==> config.mk <==
export PLATFORM = sky130hd
export DESIGN_NAME = dual_adc_capture
export DESIGN_NICKNAME = d
export VERILOG_FILES = /design/src/rtl/adc_cap_pkg.sv /design/src/rtl/adc_sclk_phase.sv /design/src/rtl/adc_rate_guard.sv /design/src/rtl/adc_frame_shifter.sv /design/src/rtl/dual_adc_capture.sv
export SDC_FILE = /design/constraint.sdc
export NUM_CORES = 1
export LEC_CHECK = 0
export ABC_AREA = 1
export CORE_MARGIN = 2
export CORE_UTILIZATION = 30
export CTS_CLUSTER_SIZE = 25
export DETAILED_ROUTE_END_ITERATION = 16
export DONT_BUFFER_PORTS = 1
export MAX_ROUTING_LAYER = met4
export PLACE_DENSITY_LB_ADDON = 0.12
export SYNTH_ARGS = -nofsm -noshare
export SYNTH_HDL_FRONTEND = slang
export SYNTH_SLANG_ARGS = --single-unit
==> constraint.sdc <==
create_clock -name clk -period 2.6 [get_ports clk]
set_input_delay 0.13 -clock clk [delete_from_list [all_inputs] [get_ports clk]]
set_output_delay 0.13 -clock clk [all_outputs]
set_load 0.005 [all_outputs]
==> src/rtl/adc_cap_pkg.sv <==
package adc_cap_pkg;

    typedef enum logic [1:0] {
        ST_IDLE,
        ST_REQ,
        ST_CONV,
        ST_SHIFT
    } seq_state_e;

    function automatic int ceil_div(input int num, input int den);
        return (num + den - 1) / den;
    endfunction

    // first serial edge index carrying data for channel ch
    function automatic int slot_first(input int ch, input int gap, input int dw);
        return gap + ch * (dw + gap);
    endfunction

endpackage

==> src/rtl/adc_sclk_phase.sv <==
module adc_sclk_phase #(
    parameter int HALF   = 2,
    parameter int HALF_W = $clog2(HALF) + 1
) (
    input  logic clk,
    input  logic rst,
    input  logic run,
    output logic half_done
);
    logic [HALF_W-1:0] cnt_d, cnt_q;

    always_comb begin
        half_done = run && (cnt_q == HALF_W'(HALF - 1));
        cnt_d     = cnt_q;
        if (!run || half_done) begin
            cnt_d = '0;
        end else begin
            cnt_d = cnt_q + 1'b1;
        end
    end

    always_ff @(posedge clk) begin
        if (rst) begin
            cnt_q <= '0;
        end else begin
            cnt_q <= cnt_d;
        end
    end
endmodule

==> src/rtl/adc_rate_guard.sv <==
module adc_rate_guard #(
    parameter int PER_W      = 16,
    parameter int MIN_PERIOD = 134
) (
    input  logic             clk,
    input  logic             rst,
    input  logic             strobe,
    input  logic [PER_W-1:0] period,
    output logic             ready
);
    localparam logic [PER_W-1:0] FLOOR = PER_W'(MIN_PERIOD);

    logic [PER_W-1:0] eff;
    logic [PER_W-1:0] timer_d, timer_q;

    // spacing floor applied to the requested period
    always_comb begin
        eff   = (period < FLOOR) ? FLOOR : period;
        ready = (timer_q >= eff - 1'b1);
        if (strobe) begin
            timer_d = PER_W'(1);
        end else if (timer_q == '1) begin
            timer_d = timer_q;
        end else begin
            timer_d = timer_q + 1'b1;
        end
    end

    always_ff @(posedge clk) begin
        if (rst) begin
            timer_q <= '1;
        end else begin
            timer_q <= timer_d;
        end
    end
endmodule

==> src/rtl/adc_frame_shifter.sv <==
module adc_frame_shifter #(
    parameter int DATA_W    = 14,
    parameter int OUT_W     = 16,
    parameter int IDLE_BITS = 2,
    parameter int BIT_W     = 6
) (
    input  logic                     clk,
    input  logic                     rst,
    input  logic                     cap,
    input  logic [BIT_W-1:0]         bit_idx,
    input  logic                     sdo,
    input  logic                     commit,
    output logic [1:0][OUT_W-1:0]    words
);
    localparam int EXT_W = OUT_W - DATA_W;

    for (genvar c = 0; c < 2; c++) begin : g_ch
        localparam int FIRST = adc_cap_pkg::slot_first(c, IDLE_BITS, DATA_W);
        localparam int LAST  = FIRST + DATA_W - 1;

        logic              in_slot;
        logic [DATA_W-1:0] sh_d, sh_q;
        logic [OUT_W-1:0]  word_d, word_q;

        // only the channel's own slot shifts; gap bits fall through
        always_comb begin
            in_slot = (bit_idx >= BIT_W'(FIRST)) && (bit_idx <= BIT_W'(LAST));
            sh_d    = (cap && in_slot) ? {sh_q[DATA_W-2:0], sdo} : sh_q;
            // replicate the sign bit into the upper bits
            word_d  = commit ? {{EXT_W{sh_q[DATA_W-1]}}, sh_q} : word_q;
        end

        always_ff @(posedge clk) begin
            if (rst) begin
                sh_q   <= '0;
                word_q <= '0;
            end else begin
                sh_q   <= sh_d;
                word_q <= word_d;
            end
        end

        assign words[c] = word_q;
    end
endmodule

==> src/rtl/dual_adc_capture.sv <==
module dual_adc_capture #(
    parameter int CLK_HZ      = 200_000_000,
    parameter int MAX_RATE_HZ = 1_500_000,
    parameter int CLK_DIV     = 4,
    parameter int DATA_W      = 14,
    parameter int OUT_W       = 16,
    parameter int IDLE_BITS   = 2,
    parameter int PER_W       = 16
) (
    input  logic             clk,
    input  logic             rst,
    input  logic             start,
    input  logic             continuous,
    input  logic [PER_W-1:0] period,
    input  logic             bus_gnt,
    input  logic             sdo,
    output logic             bus_req,
    output logic             sclk,
    output logic             conv,
    output logic [OUT_W-1:0] ch0,
    output logic [OUT_W-1:0] ch1,
    output logic             valid
);
    import adc_cap_pkg::*;

    localparam int HALF       = CLK_DIV / 2;
    localparam int FRAME_BITS = 3 * IDLE_BITS + 2 * DATA_W;
    localparam int BIT_W      = $clog2(FRAME_BITS);
    localparam int MIN_PERIOD = ceil_div(CLK_HZ, MAX_RATE_HZ);

    typedef struct packed {
        seq_state_e       st;
        logic             phase;
        logic             sclk;
        logic [BIT_W-1:0] bit_idx;
        logic             discard;
        logic             valid;
    } seq_t;

    seq_t q, n;

    logic run, half_done, ready, strobe, cap, commit, commit_en;
    logic [1:0][OUT_W-1:0] words;

    assign run = bus_gnt && ((q.st == ST_CONV) || (q.st == ST_SHIFT));

    adc_sclk_phase #(
        .HALF (HALF)
    ) u_phase (
        .clk       (clk),
        .rst       (rst),
        .run       (run),
        .half_done (half_done)
    );

    adc_rate_guard #(
        .PER_W      (PER_W),
        .MIN_PERIOD (MIN_PERIOD)
    ) u_rate (
        .clk    (clk),
        .rst    (rst),
        .strobe (strobe),
        .period (period),
        .ready  (ready)
    );

    always_comb begin
        n         = q;
        n.valid   = 1'b0;
        strobe    = 1'b0;
        cap       = 1'b0;
        commit    = 1'b0;
        case (q.st)
            ST_IDLE: begin
                // level requests are taken only when the floor allows
                if ((start || continuous) && ready) begin
                    n.st = ST_REQ;
                end
            end
            ST_REQ: begin
                // nothing toggles before the grant
                if (bus_gnt) begin
                    n.st    = ST_CONV;
                    n.phase = 1'b0;
                    strobe  = 1'b1;
                end
            end
            ST_CONV: begin
                // strobe lasts two half periods with the clock low
                if (half_done) begin
                    if (q.phase) begin
                        n.st      = ST_SHIFT;
                        n.phase   = 1'b0;
                        n.bit_idx = '0;
                    end else begin
                        n.phase = 1'b1;
                    end
                end
            end
            ST_SHIFT: begin
                if (half_done) begin
                    if (!q.sclk) begin
                        n.sclk = 1'b1;
                        cap    = 1'b1;
                    end else begin
                        n.sclk = 1'b0;
                        if (q.bit_idx == BIT_W'(FRAME_BITS - 1)) begin
                            n.st      = ST_IDLE;
                            commit    = 1'b1;
                            // the stale first frame is dropped
                            n.discard = 1'b0;
                            n.valid   = !q.discard;
                        end else begin
                            n.bit_idx = q.bit_idx + 1'b1;
                        end
                    end
                end
            end
            default: n.st = ST_IDLE;
        endcase
        commit_en = commit && !q.discard;
    end

    always_ff @(posedge clk) begin
        if (rst) begin
            q.st      <= ST_IDLE;
            q.phase   <= 1'b0;
            q.sclk    <= 1'b0;
            q.bit_idx <= '0;
            q.discard <= 1'b1;
            q.valid   <= 1'b0;
        end else begin
            q <= n;
        end
    end

    adc_frame_shifter #(
        .DATA_W    (DATA_W),
        .OUT_W     (OUT_W),
        .IDLE_BITS (IDLE_BITS),
        .BIT_W     (BIT_W)
    ) u_shift (
        .clk     (clk),
        .rst     (rst),
        .cap     (cap),
        .bit_idx (q.bit_idx),
        .sdo     (sdo),
        .commit  (commit_en),
        .words   (words)
    );

    assign bus_req = (q.st != ST_IDLE);
    assign conv    = (q.st == ST_CONV);
    assign sclk    = q.sclk;
    assign valid   = q.valid;
    assign ch0     = words[0];
    assign ch1     = words[1];
endmodule

Yosys cells after proc, flatten, opt, wreduce, memory -nomap -nowiden
Cells that the tools add are included.
- latch bits: 0
- RAM bits: 0
- register bits: 86
- logic and storage cells: 96
- memories kept: 0
- memory bits (read-only): 0
- mux-type cells: 29
- equality and inequality tests: 15
- bitwise operators: 4
- $add $sub $neg: 4
- multiply operators: 0
- shifts and indexed selects: 0
- $lt $le $gt $ge: 6
- reduce and logical (&&, ||, !) cells: 25
- divide/modulo/power cells: 0
- operators with widths (kind ; number):
    16-bit two-way mux ; 3
    6-bit two-way mux ; 3
    16-bit by 1-bit adder with 16-bit output (second input constant) ; 1
    16-bit equality test (second input constant) ; 1
    16-bit >= comparator ; 1
    16-bit by 8-bit less-than comparator with 1-bit output (second input constant) ; 1
    8-bit two-way mux ; 2
    16-bit by 1-bit subtractor with 16-bit output (second input constant) ; 1
    2-bit two-way mux ; 6
    2-bit inequality test (second input constant) ; 6
    6-bit case mux with 2 select lines ; 1
    1-bit two-way mux ; 10
    1-bit logical AND ; 8
    2-bit case mux with 4 select lines ; 1
    7-bit AND reduction ; 1
    6-bit by 1-bit adder with 6-bit output (second input constant) ; 1
    6-bit equality test (second input constant) ; 1
    6-bit by 2-bit >= comparator with 1-bit output (second input constant) ; 1
    6-bit by 5-bit >= comparator with 1-bit output (second input constant) ; 1
    6-bit by 4-bit less-or-equal comparator with 1-bit output (second input constant) ; 1
    6-bit by 5-bit less-or-equal comparator with 1-bit output (second input constant) ; 1
    3-bit two-way mux ; 2
    2-bit by 1-bit inequality test with 1-bit output (second input constant) ; 3
    6-bit AND reduction ; 1
    14 further kinds ; 25

Longest topological paths before layout
- depth after elaboration: 7
- depth in mapped cells: 25
- mapped depth without buffers: 25

By module
From an unflattened synthesis, not the netlist that was laid out.
- cells, all modules: 696
- area, all modules: 4971.0 µm²
- modules (own cells, without submodules) (module ; times used ; area an instance (µm²) ; cells each):
    adc_frame_shifter ; 1 ; 2284.7 ; 289
    adc_rate_guard ; 1 ; 1739.2 ; 273
    dual_adc_capture ; 1 ; 858.3 ; 123
    adc_sclk_phase ; 1 ; 88.8 ; 11

Least setup slack after synthesis
OpenSTA, ideal clock, no wires.
- path kind: input port to flip-flop
- from: input period[11]
- to: register q[10] (netlist bit)
- arrival time: 2.351 ns
- setup slack: 0.134 ns
- path buffers: 0
- stages on the path: 21
- cells stage by stage: nor2_2 -> nand2_1 -> nor2_1 -> nand2_2 -> nand2_1 -> ha_1 -> inv_1 -> nor3_2 -> nand3b_1 -> nand2_1 -> inv_1 -> ha_1 -> nand2_1 -> nor3_1 -> nand2_1 -> nand3_1 -> nand2_1 -> nand2_1 -> nand3_1 -> nand2_1 -> nor2_1
- longest elaborated chain between the ends: 7
- ends and longest elaborated chain (element ; line ; RTL):
    from (decl) ; dual_adc_capture.sv:14 ; input logic [PER_W-1:0] period,
    16-bit by 8-bit less-than comparator with 1-bit output ; adc_rate_guard.sv:18 ; eff = (period < FLOOR) ? FLOOR : period;
    16-bit two-way mux (*) ; adc_rate_guard.sv:18 ;
    16-bit by 1-bit subtractor with 16-bit output (*) ; adc_rate_guard.sv:19 ; ready = (timer_q >= eff - 1'b1);
    16-bit >= comparator (*) ; adc_rate_guard.sv:19 ;
    1-bit logical AND (*) ; dual_adc_capture.sv:76 ; if ((start || continuous) && ready) begin
    2-bit inequality test (no source line) (*) ; - ;
    7-bit AND reduction (no source line) (*) ; - ;
    to (signal assigned) ; dual_adc_capture.sv:133 ; q <= n;
    to (decl) ; dual_adc_capture.sv:40 ; seq_t q, n;
Every way passes the cells marked *; elsewhere a longest branch is shown, timed or not.
A chain may end at the register's enable or synchronous reset.

Worst setup path after layout
- from: input period[8]
- to: register q[10] (netlist bit)
The elaborated chain is that of the path after synthesis.

==> flow_summary.yaml <==
grt:
  grt_pass1_wl_um: 17410
  antenna_found_initial: 0
  overflow: 0
  grt_max_degree: 60
  grt_pass1_vias: 3637
  grt_usage: 0.1367
timing:
  tightest_slew_ps: 843.5
  period_minus_slack_ps: 2339
  hold_viol: 0
  setup-violations-final: 0
  setup_slack_ps: 260.5
  finalCritPeriodShare: 0.8998
  fmax_mhz: 427.4
  holdWs_ps: 47.62
  rsz0062_at_grt: "false"
  maxSlewHeadroom: 0.4358
  tns_ps: 0
  fin_skew_ps: 4.918
  maxSlewViolCount: 0
floorplanning:
  dieArea_um2: 15780
  start_util: 0.3064
  ios: 58
  die_x_um: 125.6
  core_area_um2: 14480
  fp-row-count: 44
  fp.dieH_um: 125.6
logic_synthesis:
  synth_nets: 662
  synth_cells: 613
  yosysSeqAreaShare: 0.3880
  synth_warnings: 0
  ys_types: 39
  synth-seq-cells: 86
  syn_area_per_cell_um2: 7.238
  syn-cell-area_um2: 4437
drt:
  drc: 0
  wl_met2_um: 4766
  dr.pass1.iters: 4
  via_count: 3827
  met1_length_um: 4917
  totalWireLength_um: 10190
  ant_nets: 0
  wl_per_cell_um: 12.44
  top_layer: "met4"
  routed-wl-met3_um: 406
  drt_iter0_drc: 193
  vias_per_cell: 4.673
layout:
  area_growth_pct: 16.02
  final_cells: 819
  final_util: 0.3555
  antenna_cells: 0
  nets: 679
  fillers: 1551
  design_area_um2: 5147
  drive_above_1_share: 0.1213
worst_setup_path:
  crit_path_max_fanout: 5
  cp-end-kind: "flop"
  start_kind: "input pin"
  cp.required_ps: 2830
  worstPathArrival_ps: 2570
  worstSetupPathType: "in2reg"
placed_design:
  dp_cells: 799
  dp.final_hpwl_um: 7451
  io_buffers: 0
  dp_slack_ps: -222.4
  placed_area_um2: 4740
  gp_congestion: 0.8133
clock_tree:
  insertion_delay_ps: 340
  cts_htree_levels: 3
  cts_buffers: 9
  clk_pin_slew_ps: 60
  clockBufferDepth: 2
  cts_root_buf: "clkbuf_16"
  cts_num_sinks: 86
  cts_tree: "yes"
run_status:
  status: "completed"
flow_run:
  maxCapViolations: 0
pwr:
  vdd_drop_max_mv: 0.2891
  p_leak_nw: 2.214
  total_power_mw: 4.394
  pwr_density_cell_nw_per_um2: 853.5
min_path:
  worstHoldPathType: "in2reg"
[registers in the layout, summed over array words and instances (netlist names)]
name / count
q: 10
sclk: 1
u_phase.cnt_q: 2
u_rate.timer_q: 16
u_shift.g_ch.sh_q: 28
u_shift.g_ch.word_q: 28
valid: 1
[path summary, 6_finish.rpt]
path,endpoint,start,cells past startpoint,slack (ps)
worst max-delay path,q[10]$_SDFFE_PP0P_,period[8],20,260
worst min-delay path,q[10]$_SDFFE_PP0P_,rst,3,50
worst max register to register,u_shift.g_ch[1].sh_q[0]$_SDFFE_PP0P_,q[10]$_SDFFE_PP0P_,10,480
worst min register to register,u_phase.cnt_q[0]$_SDFF_PP0_,u_phase.cnt_q[0]$_SDFF_PP0_,1,420
[repair_timing]
item | in CTS | in global routing
hold endpoints to repair | 19 | 0
hold buffers | 2 | 0
gates resized for setup | 0 | 12
setup buffers | 0 | 1
setup endpoints to repair | 0 | 2
[routing by layer]
metal / global-route usage / vias to the layer above
met5: - / -
met2: 0.2188 / 48
li1: - / 2056
met3: 0.03781 / 9
met1: 0.1713 / 1714
met4: 0.03464 / 0
[kinds of logic after synthesis]
group           count (synthesis)  synth area share
compound gates                114            0.1551
flops                          86            0.3880
simple gates                  285            0.2752
fa+ha+maj                      27           0.07614
buf+inv                        91           0.08573
xor+xnor                       10           0.01974
[power by group]
group	internal, mW	switching, mW	leakage, nW
Sequential	1.46	0.187	0.697
Combinational	0.534	0.802	1.36
Clock	0.874	0.538	0.159
Total	2.87	1.53	2.21
[layout by cell type, fill, tap and decap left out, types with 3 or more instances in the layout]
cell type	count
nor2_1	115
nand2_1	96
dfxtp_1	86
inv_1	64
o21ai_0	57
nand3_1	27
ha_1	27
a21oi_1	26
buf_4	24
nand4_1	12
clkbuf_16	9
a211oi_1	8
xor2_1	7
nor3_1	7
a211oi_2	6
nand2_2	6
o211ai_1	5
nor4_1	5
nor2_2	5
or2_2	4
xnor2_1	3
nor3_2	3
nor3_4	3
inv_2	3
[final cells by class]
| class | instances | area [µm²] | area share |
|---|---|---|---|
| multi-input combinational | 437 | 2382 | 0.4628 |
| sequential | 86 | 1722 | 0.3345 |
| inverter | 69 | 260.3 | 0.05056 |
| clock buffer | 10 | 239.0 | 0.04643 |
| tap | 184 | 230.2 | 0.04473 |
| timing repair buffer | 27 | 220.2 | 0.04278 |
| clock inverter | 6 | 93.84 | 0.01823 |
[synthesized netlist by cell type (all sizes together)]
master | count | share of area
a31o | 2 | 0.0039
clkbuf | 11 | 0.0093
o22ai | 2 | 0.0028
nor3 | 13 | 0.021
nand2 | 101 | 0.087
dfxtp | 86 | 0.39
o211a | 1 | 0.0023
nor2 | 120 | 0.10
ha | 27 | 0.076
o21ai | 57 | 0.064
inv | 67 | 0.057
a21oi | 28 | 0.034
or2 | 4 | 0.0056
nand4 | 12 | 0.017
nor4 | 5 | 0.0071
a221oi | 1 | 0.0020
xnor2 | 3 | 0.0059
buf | 11 | 0.018
xor2 | 7 | 0.014
nand3 | 28 | 0.033
a211oi | 14 | 0.030
nand3b | 1 | 0.0017
o211ai | 5 | 0.0085
and2 | 1 | 0.0014
clkinv | 2 | 0.0020
a31oi | 1 | 0.0014
o221ai | 1 | 0.0020
a21o | 2 | 0.0034
[worst max-delay path, cell delays in order]
cell,delay (ps)
nor2_1,130
nand2_1,100
nor2_2,160
nand2_2,110
nand2_1,100
ha_1,160
inv_1,80
nor3_4,230
nand2_1,90
xor2_1,150
ha_1,270
nand3_1,120
nor3_4,220
nand2_1,70
nand3_1,90
nand2_1,50
nand2_1,100
nand3_1,80
nand2_1,80
nor2_1,40
Note: power is estimated with default switching activity, not from simulation.
